===== config.mk =====
export PLATFORM = sky130hd
export DESIGN_NAME = clksyn_div
export DESIGN_NICKNAME = d
export VERILOG_FILES = /design/src/rtl/clksyn_pkg.sv /design/src/rtl/clksyn_cfg_reg.sv /design/src/rtl/clksyn_phase_cnt.sv /design/src/rtl/clksyn_div.sv
export SDC_FILE = /design/constraint.sdc
export NUM_CORES = 1
export LEC_CHECK = 0
export ABC_AREA = 1
export CAP_MARGIN = 40
export CORE_MARGIN = 4
export CORE_UTILIZATION = 60
export DETAILED_ROUTE_END_ITERATION = 12
export DONT_BUFFER_PORTS = 1
export PLACE_DENSITY = 0.85
export SLEW_MARGIN = 10
export SYNTH_ARGS = -nofsm -noshare
export SYNTH_HDL_FRONTEND = slang
export SYNTH_SLANG_ARGS = --single-unit

===== constraint.sdc =====
create_clock -name clk -period 2.3 [get_ports clk]
set_input_delay 0.23 -clock clk [delete_from_list [all_inputs] [get_ports clk]]
set_output_delay 0.23 -clock clk [all_outputs]
set_load 0.005 [all_outputs]

===== src/rtl/clksyn_pkg.sv =====
package clksyn_pkg;
    parameter int CFG_W    = 32;
    parameter int FLD_W    = 8;
    parameter int LO_LSB   = 0;
    parameter int HI_LSB   = 8;
    parameter int HOLD_LSB = 16;
    parameter int EN_POS   = 24;

    typedef enum logic [1:0] {
        ST_OFF    = 2'd0,
        ST_SETTLE = 2'd1,
        ST_HIGH   = 2'd2,
        ST_LOW    = 2'd3
    } div_state_e;

    typedef struct packed {
        logic             en;
        logic [FLD_W-1:0] hold;
        logic [FLD_W-1:0] hi;
        logic [FLD_W-1:0] lo;
    } div_cfg_t;
endpackage


===== src/rtl/clksyn_cfg_reg.sv =====
module clksyn_cfg_reg
    import clksyn_pkg::*;
#(
    parameter int W = CFG_W
) (
    input  logic         clk,
    input  logic         rst_n,
    input  logic         we,
    input  logic [W-1:0] wdata,
    output div_cfg_t     cfg_nx
);
    div_cfg_t cfg_q;
    div_cfg_t wr_fields;
    logic     unused_hi_bits;

    assign wr_fields.lo   = wdata[LO_LSB   +: FLD_W];
    assign wr_fields.hi   = wdata[HI_LSB   +: FLD_W];
    assign wr_fields.hold = wdata[HOLD_LSB +: FLD_W];
    assign wr_fields.en   = wdata[EN_POS];
    assign unused_hi_bits = ^wdata[W-1:EN_POS+1];

    // Value the word holds after this edge; the sequencer acts on it at once.
    assign cfg_nx = we ? wr_fields : cfg_q;

    always_ff @(posedge clk or negedge rst_n) begin
        if (!rst_n) cfg_q <= '0;
        else        cfg_q <= cfg_nx;
    end
endmodule


===== src/rtl/clksyn_phase_cnt.sv =====
module clksyn_phase_cnt #(
    parameter int W = 8
) (
    input  logic         clk,
    input  logic         rst_n,
    input  logic         clr,
    input  logic         load,
    input  logic [W-1:0] ld_val,
    output logic         zero
);
    logic [W-1:0] cnt_q;

    always_ff @(posedge clk or negedge rst_n) begin
        if (!rst_n)          cnt_q <= '0;
        else if (clr)        cnt_q <= '0;
        else if (load)       cnt_q <= ld_val;
        else if (cnt_q != 0) cnt_q <= cnt_q - 1'b1;
    end

    assign zero = (cnt_q == '0);
endmodule


===== src/rtl/clksyn_div.sv =====
module clksyn_div
    import clksyn_pkg::*;
#(
    parameter int WORD_W = CFG_W
) (
    input  logic              clk,
    input  logic              rst_n,
    input  logic              cfg_we,
    input  logic [WORD_W-1:0] cfg_wdata,
    output logic              div_clk,
    output logic              rise_stb
);
    div_cfg_t         cfg_nx;
    div_state_e       state_q, state_d;
    logic [FLD_W-1:0] hi_sh_q, hi_sh_d;
    logic             cnt_clr, cnt_ld, cnt_zero;
    logic [FLD_W-1:0] cnt_val;
    logic             stb_q;

    clksyn_cfg_reg #(.W(WORD_W)) u_cfg (
        .clk    (clk),
        .rst_n  (rst_n),
        .we     (cfg_we),
        .wdata  (cfg_wdata),
        .cfg_nx (cfg_nx)
    );

    clksyn_phase_cnt #(.W(FLD_W)) u_cnt (
        .clk    (clk),
        .rst_n  (rst_n),
        .clr    (cnt_clr),
        .load   (cnt_ld),
        .ld_val (cnt_val),
        .zero   (cnt_zero)
    );

    // Next-state and counter control
    always_comb begin
        state_d = state_q;
        hi_sh_d = hi_sh_q;
        cnt_clr = 1'b0;
        cnt_ld  = 1'b0;
        cnt_val = '0;
        if (!cfg_nx.en) begin
            state_d = ST_OFF;
            cnt_clr = 1'b1;
        end else begin
            unique case (state_q)
                ST_OFF: begin
                    state_d = ST_SETTLE;
                    cnt_ld  = 1'b1;
                    cnt_val = cfg_nx.hold;
                    hi_sh_d = cfg_nx.hi;
                end
                ST_SETTLE: if (cnt_zero) begin
                    state_d = ST_HIGH;
                    cnt_ld  = 1'b1;
                    cnt_val = hi_sh_q;
                end
                ST_HIGH: if (cnt_zero) begin
                    state_d = ST_LOW;
                    cnt_ld  = 1'b1;
                    cnt_val = cfg_nx.lo;
                    hi_sh_d = cfg_nx.hi;
                end
                ST_LOW: if (cnt_zero) begin
                    state_d = ST_HIGH;
                    cnt_ld  = 1'b1;
                    cnt_val = hi_sh_q;
                end
            endcase
        end
    end

    // State register
    always_ff @(posedge clk or negedge rst_n) begin
        if (!rst_n) begin
            state_q <= ST_OFF;
            hi_sh_q <= '0;
            stb_q   <= 1'b0;
        end else begin
            state_q <= state_d;
            hi_sh_q <= hi_sh_d;
            stb_q   <= (state_d == ST_HIGH) && (state_q != ST_HIGH);
        end
    end

    // Outputs
    always_comb begin
        div_clk  = (state_q == ST_HIGH);
        rise_stb = stb_q;
    end
endmodule


-- Word-level counts from Yosys, hierarchy flattened
Index checks and enable logic that the tools add are counted.
- add/subtract/negate cells: 1
- eq/ne operators: 7
- muxes and demuxes: 16
- reductions and logical operators: 8
- operators with widths (cell ; count):
    8-bit 2-to-1 mux ; 6
    25-bit 2-to-1 mux ; 1
    8-bit one-hot mux with 3 select lines ; 1
    8-bit one-hot mux with 2 select lines ; 1
    8-bit logical NOT ; 1
    8-bit nonzero test ; 1
    8-bit by 1-bit subtractor with 8-bit output (second input constant) ; 1
    2-bit == test (second input constant) ; 3
    2-bit 2-to-1 mux ; 3
    2-bit one-hot mux with 3 select lines ; 1
    3-bit by 1-bit inequality test with 1-bit output (second input constant) ; 1
    3-bit AND reduction ; 1
    3-bit OR reduction ; 1
    2-bit by 1-bit == test with 1-bit output (second input constant) ; 1
    2-bit logical NOT ; 1
    1-bit 2-to-1 mux ; 2
    2-bit by 1-bit inequality test with 1-bit output (second input constant) ; 1
    2-bit inequality test (second input constant) ; 1
    1-bit one-hot mux with 2 select lines ; 1
    2-bit nonzero test ; 1
    2-bit OR reduction ; 1
    1-bit logical AND ; 1
- bits in registers: 44
- input bits: 35
- output and inout port bits: 2
- word-level logic and storage cells: 40

-- Logic depth before layout (Yosys ltp)
- depth in word-level cells: 6
- mapped depth: 9
- gate-level depth less buffers: 8

-- By module
Synthesis repeated with hierarchy kept, for this count alone.
- cells, all modules: 279
- area total of the unflattened synthesis: 2210.9 um^2
- modules (own cells, without submodules) (module ; times used ; cells each ; area each (um^2) ; sequential area each (um^2)):
    clksyn_cfg_reg ; 1 ; 106 ; 964.7 ; 625.6
    clksyn_div ; 1 ; 91 ; 658.1 ; 275.3
    clksyn_phase_cnt ; 1 ; 82 ; 588.1 ; 200.2

-- Worst setup path before layout
Ideal clock, no wire load.
- kind: register to register
- start: register u_cnt.cnt_q[0]
- end: register hi_sh_q[0]
- setup time: 0.117 ns
- data arrival time: 1.252 ns
- required time: 2.183 ns
- path slack: 0.931 ns
- stages on the path, launching flop included: 8
- buffers on the path: 0
- clock period less this slack: 1.369 ns
- path through: dfrtp_1 > inv_1 > ha_1 > nand2_4 > o21ai_4 > nand3_4 > nand2_1 > nand2_1
- word-level cells in the longest chain between the ends: 3
- ends and longest elaborated chain (element ; RTL line ; source):
    start: declaration ; clksyn_phase_cnt.sv:11 ; logic [W-1:0] cnt_q;
    start signal: assignment ; clksyn_phase_cnt.sv:16 ; else if (load) cnt_q <= ld_val;
    start signal: assignment ; clksyn_phase_cnt.sv:17 ; else if (cnt_q != 0) cnt_q <= cnt_q - 1'b1;
    8-bit logical NOT ; clksyn_phase_cnt.sv:20 ; assign zero = (cnt_q == '0);
    2-bit by 1-bit inequality test with 1-bit output (no source line) ; - ;
    3-bit AND reduction (no source line) ; - ;
    end signal: assignment ; clksyn_div.sv:83 ; hi_sh_q <= hi_sh_d;
    end: declaration ; clksyn_div.sv:15 ; logic [FLD_W-1:0] hi_sh_q, hi_sh_d;
Every way passes these cells.
A chain may end at the register's enable or synchronous reset.

-- Worst setup path after layout
- start: register u_cnt.cnt_q[0]
- end: register u_cnt.cnt_q[1]
- word-level cells in the longest chain between the ends: 6
- elaborated cells between the ends (all ways): 13
- those cells by class: add/sub (1); eq/ne (1); mux (9); reduce/logical (2)
- ends and longest elaborated chain (element):
    branches (longest 6 deep; another with 8-bit by 1-bit subtractor with 8-bit output)
Parallel ways; which one is timed is not known. The select of a mux whose other input is x is not followed.

==> summary.txt <==
Run status
  • Outcome: finished, final reports clean

Power and ir drop
  • Overall power: 0.00226 W
  • Maximum VDD drop: 575 uV
  • Clock share of power: 19.6%
  • Sw Pwr: 0.000861 W
  • Pwr per Cell Area: 961 nW/um2
  • Leak Pwr: 1.26 nW
  • Combinational power share: 35.4%
  • Switching share of power: 38.2%
  • P_int: 0.00140 W
  • Flop pwr share: 45.0%

Floorplan
  • Core Area: 3440 um2
  • Width of the die: 68.8 um
  • Initial core utilization: around 64%
  • Die ar.: ~4700 um2
  • IO Count: 37
  • Chip height: 68.8 um
  • FP Rows: 21

Clock network
  • TritonCTS Buffers: 5
  • CTS clk-pin slew, worst paths: 0.07 ns
  • Clk_lat worst skew: 0.29 ns
  • Max clock buf depth: 2
  • H-tree depth: 2
  • Resized cells post-CTS: 0
  • Postcts setup bufs: 0
  • CTS tree: yes
  • Root Driver: clkbuf_8
  • Sink Count: 44
  • Post-CTS Hold Fix Bufs: 2

Worst setup path
  • CP max FO: 14
  • Reg2Reg Setup Slack: between 0.7 and 0.8 ns
  • Nature of the critical path endpoint: flip-flop
  • Arrival time at the worst endpoint: ~1.8 ns
  • Setup CP Type: reg2reg
  • Startpoint Class: flip-flop
  • Worst endpoint required time: 2.52 ns

Cells and area
  • Diodes inserted: 0
  • Final non-filler cell total: 324
  • Cell area after layout: 2350 um2
  • Area growth, synth to finish: 5.81%
  • Final nets: 315
  • Share of layout cells above drive strength 1: 9.35%

Timing
  • Slew Limit Fails: 0
  • Tmin final: 1.58 ns
  • Finish-stage setup viols: 0
  • Worst clock skew: roughly 0.0022 ns
  • Slew HR: about 69%
  • Hold Vio Cnt, Final: 0
  • Hold Slack: 0.0761 ns
  • Peak Freq: ~0.63 GHz
  • Setup TNS: 0 ns
  • Least-Margin Pin Slew: 0.469 ns
  • RSZ-0062 raised after global routing: false
  • Period utilization: 68.8%

Synthesis
  • Most numerous cell in the Yosys netlist: nand2_1
  • Area contributors post-synth: dfrtp_1 (50%), nand2_1 (17%), inv_1 (4.7%), nand3_1 (4.5%), nor2_1 (4.4%)
  • Syn_area_per_cell: 8.07 um2
  • Primary FF master, synth: dfrtp_1
  • Async S/R FF share, synth: 100%
  • Synthesized net count: 312
  • Cell variety after synth: 28
  • Commonest cells post-synth: nand2_1 (101), dfrtp_1 (44), inv_1 (28), nor2_1 (26), nand3_1 (20)
  • YS warnings: 0
  • Sequential area share after synthesis: 49.6%
  • Yosys reg bits: between 40 and 50
  • Synth top area share: 49.6%
  • Yosys top cell by area: dfrtp_1
  • Cell Area, Synth: 2220 um2
  • EDFF count, synth: 0
  • Post-synthesis cell count: 275

GRT
  • Antenna violations before repair: 0
  • First-pass GRT wire length: about 7.3 mm
  • Total grt overflow: 0
  • Vias in the first global route: 1664
  • Largest net degree at the start of global routing: 45
  • GRT Util Overall: 21.1%

Route
  • Drt pass-1 iters: 4
  • Vias per cell: 5.36
  • DRT antenna net count: 0
  • Total Wirelength: 4.24 mm
  • Wirelength per Cell: 13.1 um
  • Number of DRC markers in iteration 0: just under 80
  • Via count of the routed design: 1737
  • Drt drc: 0

Placement
  • Cell Area, Placed: 2240 um2
  • Cells after DPL: 315
  • HPWL after detailed placement: ~3.1 mm
  • Buffers on Ports: 0
  • Placer Congestion: a little over 0.9

Min path
  • HP Class: in2reg

Job
  • MaxCap Viol Count: 0
==> layout make-up <==
cell class / count / area, um2
Clock inverter: 1 / 5.00
Clock buffer: 6 / 72.6
Timing Repair Buffer: 4 / 45.0
Tap cell: 46 / 57.6
Sequential cell: 44 / 1100
Fill cell: 302 / 1090
Inverter: 31 / 116
Multi-Input combinational cell: 192 / 951
==> logic make-up (layout without fill, tap and decap cells) <==
group / after synthesis / count (layout) / synth area share (%)
and+or+nand+nor: 169 / 169 / 34.2
DFF: 44 / 44 / 49.6
buffers and inverters: 39 / 42 / 7.55
AOI/OAI and AO/OA: 18 / 18 / 6.31
xor gates and xnor gates: 3 / 3 / 1.18
adders and majority gates: 2 / 2 / 1.13
==> registers in the layout (all words and copies together), names as in the netlist <==
name / count
hi_sh_q: 8
rise_stb: 1
state_q: 2
u_cfg.cfg_q: 25
u_cnt.cnt_q: 8
==> metrics by stage <==
step / worst slack [ns] / utilization, %
2_1_floorplan: 0.931 / -
3_3_place_gp: 0.764 / 65.1
3_5_place_dp: 0.727 / 65.1
4_1_cts: 0.721 / 68.2
5_1_grt: 0.588 / 68.2
6_report: 0.717 / 68.2
==> cell usage in the layout (no fill, tap or decap), types with 2 or more instances in the layout <==
cell type    n
nor2_1      26
nand2_1    101
o21ai_1      3
o211ai_2     2
nand4_1      9
nand2_4      2
nand3_1     20
nor2_2       4
dfrtp_1     44
or2_0        2
xor2_1       2
clkbuf_8     5
o211ai_1     3
inv_2        3
inv_1       28
nor2_4       2
buf_4        2
o21ai_0      2
ha_1         2
o21a_1       5
==> power groups by stage <==
stage | Sequential [W] | Clock (W) | Combinational (W)
4_1_cts | 0.00101 | 0.000458 | 0.000804
3_3_place_gp | 0.00102 | 0 | 0.000751
5_1_grt | 0.00103 | 0.000480 | 0.000908
2_1_floorplan | 0.00100 | 0 | 0.000682
6_report | 0.00102 | 0.000443 | 0.000799
3_5_place_dp | 0.00103 | 0 | 0.000779
==> per-layer routing <==
layer	up-vias	GRT usage, %	wire length (um)
met1	819	26.0	1800
met2	38	35.8	2130
li1	870	-	-
met4	0	9.25	90
met5	-	0	0
met3	10	4.05	213
==> path summary, 6_finish.rpt <==
kind / from / endpoint / depth (start not counted)
min: cfg_wdata[16] / u_cfg.cfg_q[16]$_DFF_PN0_ / 2
max: u_cnt.cnt_q[0]$_DFFE_PN0P_ / u_cnt.cnt_q[1]$_DFFE_PN0P_ / 8
max reg2reg: u_cnt.cnt_q[0]$_DFFE_PN0P_ / u_cnt.cnt_q[1]$_DFFE_PN0P_ / 8
max in group asynchronous: rst_n / u_cfg.cfg_q[22]$_DFF_PN0_ / 2
min in group asynchronous: rst_n / u_cfg.cfg_q[0]$_DFF_PN0_ / 2
min reg2reg: u_cfg.cfg_q[16]$_DFF_PN0_ / u_cfg.cfg_q[16]$_DFF_PN0_ / 2
==> worst max-delay path, stage by stage, from the launching register on <==
cell and delay [ns]:
dfrtp_1 0.37, inv_1 0.12, ha_1 0.22, nand2_4 0.10, nor2_8 0.22, nand2_1 0.16, nor2_1 0.14, nor2_1 0.08
nor2_1 0.10
Power figures use the tool's default switching activity.
